===== src/rtl/dcap_pkg.sv =====
package dcap_pkg;

  typedef enum logic [1:0] {
    CAP_OFF  = 2'd0,
    CAP_RISE = 2'd1,
    CAP_FALL = 2'd2,
    CAP_BOTH = 2'd3
  } cap_mode_e;

  localparam int unsigned SLOTS = 2;
  localparam int unsigned IDXW  = $clog2(SLOTS);
  localparam int unsigned CNTW  = $clog2(SLOTS + 1);

  function automatic logic edge_hit(input cap_mode_e mode, input logic prev_lvl,
                                    input logic cur_lvl);
    unique case (mode)
      CAP_RISE: edge_hit = !prev_lvl && cur_lvl;
      CAP_FALL: edge_hit = prev_lvl && !cur_lvl;
      CAP_BOTH: edge_hit = prev_lvl ^ cur_lvl;
      default:  edge_hit = 1'b0;
    endcase
  endfunction

  function automatic logic event_due(input logic [IDXW-1:0] slot_idx,
                                     input logic on_second);
    event_due = (slot_idx == (on_second ? IDXW'(SLOTS - 1) : IDXW'(0)));
  endfunction

endpackage


===== src/rtl/dcap_sync.sv =====
module dcap_sync #(
  parameter int unsigned STAGES = 2
) (
  input  logic clk,
  input  logic rst_n,
  input  logic pin_async,
  output logic lvl_now,
  output logic lvl_prev
);
  logic [STAGES-1:0] chain_q;
  logic              prev_q;

  generate
    for (genvar g = 0; g < STAGES; g++) begin : g_stage
      if (g == 0) begin : g_first
        always_ff @(posedge clk or negedge rst_n)
          if (!rst_n) chain_q[0] <= 1'b0;
          else        chain_q[0] <= pin_async;
      end else begin : g_rest
        always_ff @(posedge clk or negedge rst_n)
          if (!rst_n) chain_q[g] <= 1'b0;
          else        chain_q[g] <= chain_q[g-1];
      end
    end
  endgenerate

  always_ff @(posedge clk or negedge rst_n)
    if (!rst_n) prev_q <= 1'b0;
    else        prev_q <= chain_q[STAGES-1];

  assign lvl_now  = chain_q[STAGES-1];
  assign lvl_prev = prev_q;

  // the sample one stage back becomes the previous sample next cycle
  assert_prev_tracks_R8: assert property (@(posedge clk) disable iff (!rst_n)
    1'b1 |=> lvl_prev == $past(lvl_now));
endmodule


===== src/rtl/dcap_edge.sv =====
module dcap_edge
  import dcap_pkg::*;
(
  input  cap_mode_e mode,
  input  logic      lvl_now,
  input  logic      lvl_prev,
  output logic      hit
);
  always_comb hit = edge_hit(mode, lvl_prev, lvl_now);
endmodule


===== src/rtl/dcap_store.sv =====
module dcap_store
  import dcap_pkg::*;
#(
  parameter int unsigned CW = 32
) (
  input  logic          clk,
  input  logic          rst_n,
  input  logic          hit,
  input  cap_mode_e     mode,
  input  logic          pin_is_input,
  input  logic          event_on_second,
  input  logic          count_clear,
  input  logic [CW-1:0] counter_val,
  output logic [CW-1:0] slot_a,
  output logic [CW-1:0] slot_b,
  output logic          cap_event,
  output logic          take,
  output logic          restart
);
  logic [CNTW-1:0] count_q;
  logic [CW-1:0]   slot_q [SLOTS];
  cap_mode_e       mode_q;
  logic            evt_q;
  logic            room;

  assign room    = (count_q < CNTW'(SLOTS));
  assign restart = count_clear || (mode_q == CAP_OFF && mode != CAP_OFF);
  assign take    = hit && pin_is_input && room && !restart;

  always_ff @(posedge clk or negedge rst_n) begin
    if (!rst_n) begin
      count_q <= '0;
      mode_q  <= CAP_OFF;
      evt_q   <= 1'b0;
      for (int i = 0; i < SLOTS; i++) slot_q[i] <= '0;
    end else begin
      mode_q <= mode;
      evt_q  <= 1'b0;
      if (restart) begin
        count_q <= '0;
      end else if (take) begin
        slot_q[count_q[IDXW-1:0]] <= counter_val;
        count_q <= count_q + 1'b1;
        evt_q   <= event_due(count_q[IDXW-1:0], event_on_second);
      end
    end
  end

  assign slot_a    = slot_q[0];
  assign slot_b    = slot_q[1];
  assign cap_event = evt_q;

  assert_count_bound_R3: assert property (@(posedge clk) disable iff (!rst_n)
    count_q <= CNTW'(SLOTS));
  assert_full_holds_R3: assert property (@(posedge clk) disable iff (!rst_n)
    (count_q == CNTW'(SLOTS)) |=> $stable(slot_a) && $stable(slot_b));
  assert_output_dir_R2: assert property (@(posedge clk) disable iff (!rst_n)
    !pin_is_input |=> $stable(slot_a) && $stable(slot_b) && !cap_event);
  assert_mode_off_R1: assert property (@(posedge clk) disable iff (!rst_n)
    (mode == CAP_OFF) |=> $stable(slot_a) && $stable(slot_b) && !cap_event);
  assert_clear_restart_R5: assert property (@(posedge clk) disable iff (!rst_n)
    count_clear |=> count_q == '0);
  assert_activate_restart_R6: assert property (@(posedge clk) disable iff (!rst_n)
    (mode_q == CAP_OFF && mode != CAP_OFF) |=> count_q == '0);
  assert_event_after_take_R4: assert property (@(posedge clk) disable iff (!rst_n)
    cap_event |-> $past(take));
endmodule


===== src/rtl/dual_capture_unit.sv =====
module dual_capture_unit
  import dcap_pkg::*;
#(
  parameter int unsigned CW          = 32,
  parameter int unsigned SYNC_STAGES = 2
) (
  input  logic          clk,
  input  logic          rst_n,
  input  logic          pin_async,
  input  logic [CW-1:0] counter_val,
  input  logic [1:0]    cap_mode,
  input  logic          pin_is_input,
  input  logic          event_on_second,
  input  logic          count_clear,
  output logic [CW-1:0] cap_slot_a,
  output logic [CW-1:0] cap_slot_b,
  output logic          cap_event
);
  logic      lvl_now, lvl_prev, hit, take, restart;
  cap_mode_e mode;

  assign mode = cap_mode_e'(cap_mode);

  dcap_sync #(.STAGES(SYNC_STAGES)) u_sync (
    .clk(clk), .rst_n(rst_n), .pin_async(pin_async),
    .lvl_now(lvl_now), .lvl_prev(lvl_prev));

  dcap_edge u_edge (
    .mode(mode), .lvl_now(lvl_now), .lvl_prev(lvl_prev), .hit(hit));

  dcap_store #(.CW(CW)) u_store (
    .clk(clk), .rst_n(rst_n), .hit(hit), .mode(mode),
    .pin_is_input(pin_is_input), .event_on_second(event_on_second),
    .count_clear(count_clear), .counter_val(counter_val),
    .slot_a(cap_slot_a), .slot_b(cap_slot_b), .cap_event(cap_event),
    .take(take), .restart(restart));

  // a restart cycle never stores a timestamp
  assert_restart_blocks_R5: assert property (@(posedge clk) disable iff (!rst_n)
    restart |=> !cap_event);
endmodule


===== config.mk =====
export PLATFORM = sky130hd
export DESIGN_NAME = dual_capture_unit
export DESIGN_NICKNAME = d
export VERILOG_FILES = /design/src/rtl/dcap_pkg.sv /design/src/rtl/dcap_sync.sv /design/src/rtl/dcap_edge.sv /design/src/rtl/dcap_store.sv /design/src/rtl/dual_capture_unit.sv
export SDC_FILE = /design/constraint.sdc
export NUM_CORES = 1
export LEC_CHECK = 0
export ABC_CLOCK_PERIOD_IN_PS = 6200
export BUFFER_PORTS_ARGS = -buffer_cell sky130_fd_sc_hd__buf_2
export CAP_MARGIN = 20
export CORE_MARGIN = 8
export CORE_UTILIZATION = 45
export CTS_CLUSTER_SIZE = 16
export DETAILED_ROUTE_END_ITERATION = 12
export HOLD_SLACK_MARGIN = 0.02
export PLACE_DENSITY = 0.85
export SETUP_SLACK_MARGIN = 0.1
export SKIP_CTS_REPAIR_TIMING = 1
export SYNTH_ARGS = -nofsm -noshare
export SYNTH_HDL_FRONTEND = slang
export SYNTH_SLANG_ARGS = --single-unit

===== constraint.sdc =====
create_clock -name clk -period 6.2 [get_ports clk]
set_input_delay 0.31 -clock clk [delete_from_list [all_inputs] [get_ports clk]]
set_output_delay 0.31 -clock clk [all_outputs]
set_load 0.005 [all_outputs]

== Word-level counts from Yosys, hierarchy flattened ==
Cells that the tools add are included.
Operators by class
  $lt $le $gt $ge: 3
  multiplexer cells: 9
  add/sub/neg operators: 1
  reductions and logical operators: 15
  equal/unequal tests: 4
  bitwise logic cells: 3
Operator list (count)
  $bwmux W64: 1
  $demux W32 S1: 1
  $mux W32: 1
  $logic_and A1 B1 Y1: 7
  $eq A2 B2 Y1 const B: 2
  $mux W2: 2
  $reduce_bool A2 Y1: 2
  $logic_not A1 Y1: 3
  $mux W1: 3
  $pmux W1 S3: 1
  $add A2 B1 Y2 const B: 1
  $eq A2 B1 Y1 const B: 1
  $ge A2 B2 Y1 const B: 1
  $logic_not A2 Y1: 1
  $lt A2 B1 Y1 const B: 1
  $lt A2 B2 Y1 const B: 1
  $not A1 Y2: 1
  $reduce_and A2 Y1: 1
  $eq A1 B1 Y1: 1
  $logic_or A1 B1 Y1: 1
  $not A1 Y1: 1
  $xor A1 B1 Y1: 1
Word-level totals
  word-level logic and storage cells: 43
  input bits: 40
  register bits: 72

== Logic depth before layout (Yosys ltp) ==
Gate-level depths: netlist of the first run.
  word-level depth: 8
  depth in mapped cells: 7

== By module ==
Synthesis of the first run repeated with hierarchy kept, for this count alone.
Second synthesis, totals
  cell total of the unflattened synthesis: 165
  area, all modules: 3004.1 µm²
Modules (own cells, without submodules)
  dcap_store: area each 2870.3 µm², times used 1, cells an instance 153
  dcap_sync: area each 75.1 µm², times used 1, cells an instance 3
  dcap_edge: area each 58.8 µm², times used 1, cells an instance 9

== Least setup slack after synthesis of the first run ==
Ideal clock, no wire load.
  kind: reg-to-reg
  start point: reg u_sync.chain_q[1] (netlist: u_sync.lvl_now)
  end point: reg u_store.slot_q (netlist bit u_store.slot_b[10])
  cell stages (with the launch flop): 8
  path slack: 4.193 ns
  setup time: 0.128 ns
  clock period less this slack: 2.007 ns
  required time: 6.072 ns
  data arrival time: 1.880 ns
  cells stage by stage: dfrtp_1 -> inv_1 -> ha_1 -> nand2b_1 -> a311oi_2 -> nand3_1 -> buf_2 -> mux2_1
Between the ends
  longest elaborated chain between the ends: 7
  elaborated cells between the ends (all ways): 9
RTL lines
  start, declared: RTL line dcap_sync.sv:10  | logic [STAGES-1:0] chain_q;
  start signal, assigned by index: RTL line dcap_sync.sv:22  | else chain_q[g] <= chain_q[g-1];
  $logic_not A1 Y1: RTL line dcap_pkg.sv:18  | CAP_FALL: edge_hit = prev_lvl && !cur_lvl;
  $logic_and A1 B1 Y1: RTL line dcap_pkg.sv:18
  $pmux W1 S3 *: RTL line dcap_pkg.sv:16  | unique case (mode)
  $logic_and A1 B1 Y1 * (3 in series): RTL line dcap_store.sv:28  | assign take = hit && pin_is_input && room && !restart;
  $reduce_and A2 Y1 (no source line) *
  end signal, assigned by index: RTL line dcap_store.sv:42  | slot_q[count_q[IDXW-1:0]] <= counter_val;
  end, declared: RTL line dcap_store.sv:21  | logic [CW-1:0] slot_q [SLOTS];
Every way passes the cells marked *; elsewhere a longest branch is shown, timed or not.
A chain may end at the register's enable or synchronous reset.

== Worst setup path after layout of the first run ==
  start point: reg u_sync.chain_q[1] (netlist: u_sync.lvl_now)
  end point: reg u_store.slot_q (netlist bit u_store.slot_a[31])
Same word-level chain as after synthesis.

==> results.py, run 1 <==
metrics = {
    "synthesis": {
        "ys_warn_count": 0,
        "syn_area_sq_mm": 0.00269,
        "ys_types": 18,
        "syn-num-nets": 204,
        "avgSynthCellArea_sq_um": 16.6,
        "ys_ff_latch": 72,
        "yosysSeqAreaShare": 0.669,
        "synthCells": 162,
    },
    "detailed_routing": {
        "wl_um": 5730,
        "drtIter0Drc": 32,
        "wl_per_cell_um": 16.2,
        "vias": 1728,
        "drc": 0,
        "ant_nets": 0,
        "via_per_inst": 4.90,
        "firstDrtPassIters": 5,
    },
    "pwr": {
        "p_per_area_mw_per_mm2": 372,
        "p_seq_frac": 0.478,
        "pwr-share-clk": 0.337,
        "power.leakage_nw": 1.89,
        "switching_share": 0.246,
        "peakVddDrop_mv": 0.221,
        "comb_power_share": 0.185,
        "cellInternalPower_mw": 0.993,
        "power_switching_mw": 0.325,
    },
    "global_route": {
        "grt_max_degree": 73,
        "grt_pass1_vias": 1940,
        "grt_pass1_wl_um": 9320,
        "grt_usage": 0.138,
        "grt-ovfl-total": 0,
        "antenna_found_initial": 0,
    },
    "final_layout": {
        "seq_area_sq_mm": 0.00180,
        "layout-drive-gt1-share": 0.460,
        "fin_nets": 315,
        "layout_commonest_cell": "buf_2",
        "n_antenna_cell": 0,
        "areaGrowthSynthToFinish_pct": 31.6,
        "fillCellCount": 480,
        "multiInputGateArea_sq_um": 858,
        "final_cell_mix": "buf_2, dfrtp_1, mux2_1",
    },
    "timing": {
        "skew_ns": 0.00991,
        "hold_viol_final": 0,
        "tns_ns": 0,
        "timing.fmax_mhz": 355,
        "rsz0062_at_grt": "false",
        "drv_slew": 0,
        "min_period_ns": 2.82,
        "finalSetupViolations": 0,
        "maxSlewHeadroom": 0.411,
        "tightest_slew_ns": 0.882,
        "hold_slack_ns": 0.0817,
        "fin_crit_sh": 0.454,
    },
    "critical_path": {
        "cp.required_ns": 6.41,
        "regToRegStartpoint": "u_sync.lvl_now$_DFF_PN0_",
        "reg2reg_depth": 7,
        "r2r-end": "u_store.slot_a[31]$_DFFE_PN0P_",
        "r2r_setup_slack_ns": 3.38,
        "start_kind": "flip-flop",
        "criticalPathCategory": "flip-flop to flip-flop",
        "cp_max_fo": 18,
        "crit_start": "u_sync.lvl_now$_DFF_PN0_",
        "crit_arrival_ns": 3.03,
        "cp-end-kind": "flip-flop",
    },
    "min_path": {
        "min_path_cells": 1,
        "worst_hold_path.endpoint": "u_sync.chain_q[0]$_DFF_PN0_",
        "hold_path_class": "input port to flip-flop",
        "min-delay-start": "pin_async",
    },
    "clock_tree": {
        "clockBufferDepth": 2,
        "cts-root-buf": "clkbuf_8",
        "cts_tree": "done",
        "cts-buffers-inserted": 9,
        "clk_latency_ns": 0.34,
        "cts.sinks": 72,
        "cts.clk_slew.worst_paths_ns": 0.07,
        "h-tree-depth": 3,
    },
    "die": {
        "die_w_um": 93.4,
        "coreArea_sq_mm": 0.00585,
        "rows": 28,
        "die_area_sq_mm": 0.00872,
        "start_util": 0.460,
        "die_y_um": 93.4,
        "pin_count": 105,
    },
    "placed_design": {
        "portBuffers": 104,
        "routabilityCongestion": 0.686,
    },
    "outcome": {
        "outcome": "completed",
    },
    "run": {
        "cap_viol_max_count": 0,
    },
}
==> Yosys cell counts (all sizes together) <==
| cell type | instances | area, sq um |
|---|---|---|
| nand3 | 1 | 5.00 |
| a311oi | 1 | 15.0 |
| mux2 | 64 | 721 |
| inv | 2 | 7.51 |
| or2 | 1 | 6.26 |
| ha | 2 | 25.0 |
| nor2b | 1 | 6.26 |
| xor2 | 1 | 8.76 |
| and3 | 1 | 6.26 |
| a21oi | 3 | 15.0 |
| nand3b | 1 | 7.51 |
| dfrtp | 72 | 1800 |
| buf | 6 | 30.0 |
| nand2b | 3 | 18.8 |
| and2 | 1 | 6.26 |
| xnor2 | 1 | 8.76 |
| nor2 | 1 | 3.75 |
==> state kept, by name (all words and copies together), names as in the netlist <==
register           flops
u_store.slot_a        32
u_store.slot_b        32
u_store.count_q        2
u_store.mode_q         2
u_store.cap_event      1
u_sync.chain_q         1
u_sync.lvl_now         1
u_sync.lvl_prev        1
==> final cells by class <==
| cell class | count | area share |
|---|---|---|
| Sequential cell | 72 | 0.509 |
| Inverter | 2 | 0.00212 |
| Multi-Input combinational cell | 82 | 0.242 |
| Timing Repair Buffer | 106 | 0.151 |
| Tap cell | 75 | 0.0265 |
| Clock inverter | 5 | 0.0293 |
| Clock buffer | 11 | 0.0399 |
==> worst max-delay path, stage by stage (launching register included) <==
cell and delay (ns):
dfrtp_1 0.37, inv_1 0.05, ha_1 0.28, nand2b_1 0.16, a311oi_2 0.42, nand3b_1 0.62
buf_4 0.45, mux2_1 0.33
==> power by group through the flow <==
stage	sequential (mW)	clock (mW)	combinational (mW)
floorplan	0.646	0	0.0814
global placement	0.633	0	0.242
detailed placement	0.639	0	0.253
CTS	0.631	0.459	0.254
global route	0.644	0.476	0.272
finish	0.630	0.445	0.244
==> worst max path at each step <==
stage / to / depth (start not counted) / slack (ns)
6_report: u_store.slot_a[31]$_DFFE_PN0P_ / 7 / 3.38
2_1_floorplan: u_store.slot_b[10]$_DFFE_PN0P_ / 7 / 4.19
4_1_cts: u_store.slot_b[3]$_DFFE_PN0P_ / 6 / 3.32
3_3_place_gp: u_store.slot_a[28]$_DFFE_PN0P_ / 7 / 3.40
3_5_place_dp: u_store.slot_b[3]$_DFFE_PN0P_ / 6 / 3.34
5_1_grt: u_store.slot_b[3]$_DFFE_PN0P_ / 6 / 3.13
==> routing by layer <==
| metal | global-route usage | wire [um] | share of wire |
|---|---|---|---|
| met5 | 0 | 0 | 0 |
| met4 | 0.0765 | 102 | 0.018 |
| met3 | 0.0625 | 605 | 0.11 |
| met2 | 0.220 | 2800 | 0.49 |
| met1 | 0.150 | 2230 | 0.39 |
==> stage by stage <==
step	std cells	instance area (sq um)	worst slack, ns	utilization	power [mW]
after floorplan	162	2690	4.19	-	0.728
after global placement	337	3300	3.40	0.564	0.875
after detailed placement	337	3300	3.34	0.564	0.892
after CTS	353	3540	3.32	0.605	1.34
after global routing	353	3540	3.13	0.605	1.39
final	353	3540	3.38	0.605	1.32
==> kinds of logic (layout without fill, tap and decap cells) <==
kind of cell	Yosys count	after routing	synth area share
muxes	64	64	0.268
buffers and inverters	8	124	0.0139
and+or+nand+nor	10	10	0.0223
AOI/OAI and AO/OA	4	4	0.0111
DFF	72	72	0.669
xor gates and xnor gates	2	2	0.00651
adders and majority gates	2	2	0.00929
Power figures use the tool's default switching activity.
==> inputs of run 2 (changes only) <==
Settings changed: ABC_AREA set to 1, ABC_CLOCK_PERIOD_IN_PS 6200 to 2890, PLACE_DENSITY 0.85 to 0.83.
Clock period 6.2 ns to 2.89 ns, I/O delays scaled along.
==> results.py, run 2 <==
metrics = {
    "pwr": {
        "peakVddDrop_mv": 0.325,
        "p_per_area_mw_per_mm2": 695,
        "power.leakage_nw": 2.18,
    },
    "run": {
        "cap_viol_max_count": 0,
    },
    "synthesis": {
        "synth_edf_count": 0,
        "yosysSeqAreaShare": 0.596,
        "ys_top_cells_by_count": "nand2_1, dfrtp_1, nand4_1",
        "async_flop_share": 1.00,
        "synth.most_common_cell": "nand2_1",
        "ys_types": 17,
        "synth_top_area_frac": 0.596,
        "synth_top_cells_by_area": "dfrtp_1, nand2_1, nand4_1",
        "avgSynthCellArea_sq_um": 9.41,
        "syn-num-nets": 363,
        "syn_area_sq_mm": 0.00302,
        "ys_ff_latch": 72,
        "ys_warn_count": 0,
        "yosysTopAreaCell": "dfrtp_1",
        "synthFlopType": "dfrtp_1",
        "synthCells": 321,
    },
    "global_route": {
        "grt_pass1_vias": 2781,
        "grt_max_degree": 73,
        "grt-ovfl-total": 0,
        "grt_usage": 0.172,
        "antenna_found_initial": 0,
        "grt_pass1_wl_um": 13300,
    },
    "timing": {
        "rsz0062_at_grt": "false",
        "fin_crit_sh": 0.757,
        "timing.fmax_mhz": 457,
        "hold_viol_final": 0,
        "hold_slack_ns": 0.0758,
        "tns_ns": 0,
        "maxSlewHeadroom": 0.408,
        "skew_ns": 0.00475,
        "drv_slew": 0,
        "tightest_slew_ns": 0.889,
        "finalSetupViolations": 0,
        "timing.final.ws_setup_ns": 0.702,
        "min_period_ns": 2.19,
    },
    "placed_design": {
        "pre_cts_slack_ns": 0.687,
        "portBuffers": 104,
        "hpwl_um": 5480,
        "routabilityCongestion": 0.724,
    },
    "die": {
        "rows": 30,
        "die_area_sq_mm": 0.00959,
        "die_w_um": 97.9,
        "coreArea_sq_mm": 0.00664,
        "start_util": 0.455,
        "pin_count": 105,
        "die_y_um": 97.9,
    },
    "critical_path": {
        "crit_arrival_ns": 2.42,
        "cp-end-kind": "flip-flop",
        "start_kind": "flip-flop",
        "regToRegStartpoint": "u_sync.lvl_now$_DFF_PN0_",
        "cp.required_ns": 3.12,
        "cp_max_fo": 19,
        "crit_start": "u_sync.lvl_now$_DFF_PN0_",
        "criticalPathCategory": "flip-flop to flip-flop",
        "path_cells": "inv_1 > ha_1 > nor2_1 > nor2_1 > nor2_4 > nand3_2 > buf_4 > nand2_1 > nand2_1",
        "max_stage_delay_ns": 0.38,
        "cp_slowest_cell": "dfrtp_1",
    },
    "detailed_routing": {
        "drtIter0Drc": 119,
        "wl_per_cell_um": 15.8,
        "vias": 2649,
        "via_per_inst": 5.27,
        "wl_um": 7960,
        "firstDrtPassIters": 4,
        "ant_nets": 0,
        "drc": 0,
    },
    "final_layout": {
        "layout_commonest_cell": "nand2_1",
        "n_antenna_cell": 0,
        "final_cell_mix": "nand2_1, buf_2, dfrtp_1",
        "fin_nets": 461,
        "fillCellCount": 630,
        "layout-drive-gt1-share": 0.319,
        "fin_util": 0.565,
        "areaGrowthSynthToFinish_pct": 24.3,
    },
    "min_path": {
        "min-delay-start": "counter_val[19]",
        "hold_path_class": "input port to flip-flop",
    },
    "clock_tree": {
        "cts-root-buf": "clkbuf_8",
        "cts_tree": "done",
        "cts-buffers-inserted": 9,
        "cts.clk_slew.worst_paths_ns": 0.07,
        "h-tree-depth": 3,
        "cts.sinks": 72,
        "clockBufferDepth": 2,
        "clk_latency_ns": 0.33,
    },
    "outcome": {
        "outcome": "completed",
    },
}
## run 2: cell types whose count changed after synthesis, moves of 4 or more
cell and change:
nand2_1 +134, buf_2 +5, clkbuf_1 +9, mux2_1 -60, inv_2 +5, buf_6 +5
nor2_1 +4, nand4_1 +64, mux2_2 -4
## run 2: critical path: cells and delay by family (launching register included)
family | cells | cell delay, ns
and+or+nand+nor | 6 | 1.01
buffers and inverters | 2 | 0.40
adders and majority gates | 1 | 0.29
DFF | 1 | 0.38
## run 2: kinds of logic after synthesis
kind of cell	Yosys count	share of synthesized area
xor gates and xnor gates	1	0.00290
and+or+nand+nor	210	0.324
buffers and inverters	35	0.0629
AOI/OAI and AO/OA	1	0.00538
DFF	72	0.596
adders and majority gates	2	0.00828
## run 2: power by group
part | internal, mW | leakage [nW] | total (mW) | switching (mW)
registers | 1.20 | 0.935 | 1.31 | 0.107
logic | 0.234 | 1.15 | 0.532 | 0.298
clock network | 0.414 | 0.0989 | 0.769 | 0.355
total | 1.85 | 2.18 | 2.61 | 0.760
## run 2: layer usage
metal | vias to the layer above | part of all wire | global-route usage
li1 | 1276 | - | -
met1 | 1262 | 0.43 | 0.204
met2 | 98 | 0.47 | 0.270
met3 | 13 | 0.080 | 0.0612
met4 | 0 | 0.017 | 0.0851
met5 | - | 0 | 0
## run 2: final cells by class
cell class	instances	area [sq um]	share of cell area
repair buffers	114	608	0.162
well taps	80	100	0.0266
flip-flops and latches	72	1800	0.480
clock buffers	11	141	0.0376
inverters	8	30.0	0.00799
clock inverters	4	45.0	0.0120
multi-input cells	214	1030	0.274
## run 2: final timing paths
check                      cells after the start  slack, ns                             end
max                                            9       0.70  u_store.slot_b[25]$_DFFE_PN0P_
min                                            3       0.08  u_store.slot_a[19]$_DFFE_PN0P_
max in group asynchronous                      2       1.84  u_store.slot_b[13]$_DFFE_PN0P_
min in group asynchronous                      2       0.47  u_store.slot_b[27]$_DFFE_PN0P_
min reg2reg                                    0       0.37        u_sync.lvl_now$_DFF_PN0_
max reg2reg                                    9       0.70  u_store.slot_b[25]$_DFFE_PN0P_
## run 2: stage by stage
step	total power [mW]	area, sq um	cells
global placement	1.84	3530	484
global route	2.77	3760	503
finish	2.61	3760	503
floorplan	1.56	3020	321
CTS	2.64	3720	499
detailed placement	1.87	3530	484
==> inputs of run 3 (changes only) <==
Settings changed: ABC_CLOCK_PERIOD_IN_PS 2890 to 1800, PLACE_DENSITY 0.83 to 0.86.
Clock period 2.89 ns to 1.8 ns, I/O delays scaled along.
==> results.py, run 3 (synthesized netlist as in run 2, its figures left out) <==
metrics = {
    "placed_design": {
        "pre_cts_slack_ns": 0.180,
        "routabilityCongestion": 0.762,
        "hpwl_um": 5620,
        "dp.cells": 491,
        "portBuffers": 104,
    },
    "die": {
        "die_area_sq_mm": 0.00959,
        "start_util": 0.455,
        "die_y_um": 97.9,
        "pin_count": 105,
        "rows": 30,
        "coreArea_sq_mm": 0.00664,
        "die_w_um": 97.9,
    },
    "min_path": {
        "worst_hold_path.endpoint": "u_store.slot_a[16]$_DFFE_PN0P_",
        "hold_path_class": "input port to flip-flop",
        "min_path_cells": 3,
        "min-delay-start": "counter_val[16]",
    },
    "detailed_routing": {
        "wl_per_cell_um": 16.0,
        "ant_nets": 0,
        "vias": 2778,
        "via_per_inst": 5.30,
        "firstDrtPassIters": 4,
        "wl_um": 8380,
        "drtIter0Drc": 156,
        "drc": 0,
    },
    "clock_tree": {
        "h-tree-depth": 3,
        "clockBufferDepth": 2,
        "cts-root-buf": "clkbuf_8",
        "cts.sinks": 72,
        "cts_tree": "done",
        "cts.clk_slew.worst_paths_ns": 0.08,
        "clk_latency_ns": 0.33,
        "cts-buffers-inserted": 9,
    },
    "final_layout": {
        "final_cell_mix": "nand2_1, buf_2, dfrtp_1",
        "layout-drive-gt1-share": 0.333,
        "fillCellCount": 583,
        "layout_commonest_cell": "nand2_1",
        "n_antenna_cell": 0,
        "areaGrowthSynthToFinish_pct": 34.5,
        "fin_nets": 481,
        "fin_cells": 524,
        "fin_util": 0.612,
    },
    "critical_path": {
        "cp-end-kind": "flip-flop",
        "criticalPathCategory": "flip-flop to flip-flop",
        "r2r_setup_slack_ns": 0.15,
        "crit_arrival_ns": 1.88,
        "cp.required_ns": 2.03,
        "start_kind": "flip-flop",
        "reg2reg_depth": 9,
        "regToRegStartpoint": "u_sync.lvl_prev$_DFF_PN0_",
        "r2r-end": "u_store.slot_b[18]$_DFFE_PN0P_",
        "cp_max_fo": 23,
    },
    "timing": {
        "drv_slew": 0,
        "tns_ns": 0,
        "timing.final.ws_setup_ns": 0.146,
        "timing.fmax_mhz": 605,
        "hold_viol_final": 0,
        "finalSetupViolations": 0,
        "rsz0062_at_grt": "true",
        "maxSlewHeadroom": 0.407,
        "min_period_ns": 1.65,
        "tightest_slew_ns": 0.890,
        "fin_crit_sh": 0.919,
        "skew_ns": 0.00755,
    },
    "pwr": {
        "p_seq_frac": 0.485,
        "peakVddDrop_mv": 0.483,
        "cellInternalPower_mw": 3.08,
        "switching_share": 0.293,
        "power_switching_mw": 1.27,
        "power.leakage_nw": 2.32,
        "p_per_area_mw_per_mm2": 1070,
        "comb_power_share": 0.212,
        "pwr-share-clk": 0.303,
    },
    "global_route": {
        "grt-ovfl-total": 0,
        "grt_usage": 0.173,
        "grt_max_degree": 73,
        "grt_pass1_vias": 2785,
        "grt_pass1_wl_um": 13600,
        "antenna_found_initial": 0,
    },
    "outcome": {
        "outcome": "completed",
    },
    "run": {
        "cap_viol_max_count": 0,
    },
}
[run 3: layer usage]
metal	share of wire	global-route usage
met2	0.48	0.288
met5	0	0
met4	0.021	0.0612
met3	0.072	0.0605
met1	0.42	0.202
[run 3: critical path: stages, from the launching register on]
cell and delay [ns]:
dfrtp_1 0.40, ha_1 0.28, nor2_1 0.10, nor2_1 0.08, nor2_4 0.16, buf_4 0.14
nand3_4 0.08, buf_12 0.17, nand2_1 0.07, nand2_1 0.05
[run 3: worst max-delay path by stage]
stage,startpoint,to,cells after the start
2_1_floorplan,u_sync.lvl_now$_DFF_PN0_,u_store.slot_a[27]$_DFFE_PN0P_,9
3_3_place_gp,u_sync.lvl_now$_DFF_PN0_,u_store.count_q[1]$_DFFE_PN0P_,9
3_5_place_dp,u_sync.lvl_now$_DFF_PN0_,u_store.count_q[1]$_DFFE_PN0P_,9
4_1_cts,u_sync.lvl_now$_DFF_PN0_,u_store.count_q[0]$_DFFE_PN0P_,9
5_1_grt,u_sync.lvl_now$_DFF_PN0_,u_store.slot_b[27]$_DFFE_PN0P_,10
6_report,u_sync.lvl_prev$_DFF_PN0_,u_store.slot_b[18]$_DFFE_PN0P_,9
[run 3: area by class of cell]
class                           instances  area, sq um  area share
Sequential cell                        72         1800       0.443
Tap cell                               80          100      0.0246
Multi-Input combinational cell        214         1040       0.257
Clock buffer                           12          155      0.0382
Timing Repair Buffer                  134          882       0.217
Inverter                                8         30.0     0.00739
Clock inverter                          4         51.3      0.0126
[run 3: power groups by stage]
stage	Clock [mW]	Combinational, mW	Sequential, mW
after detailed placement	0	0.886	2.13
final	1.32	0.924	2.11
after floorplan	0	0.352	2.15
after global placement	0	0.850	2.12
after global routing	1.42	1.05	2.15
after CTS	1.35	0.885	2.11
[run 3: metrics by stage]
step	hold WS, ns	total power [mW]	cell area, sq um
after floorplan	-0.206	2.50	3020
after CTS	-0.164	4.34	3790
after global routing	0.0203	4.61	4070
after detailed placement	0.199	3.02	3580
after global placement	0.202	2.97	3580
final	0.0179	4.35	4070
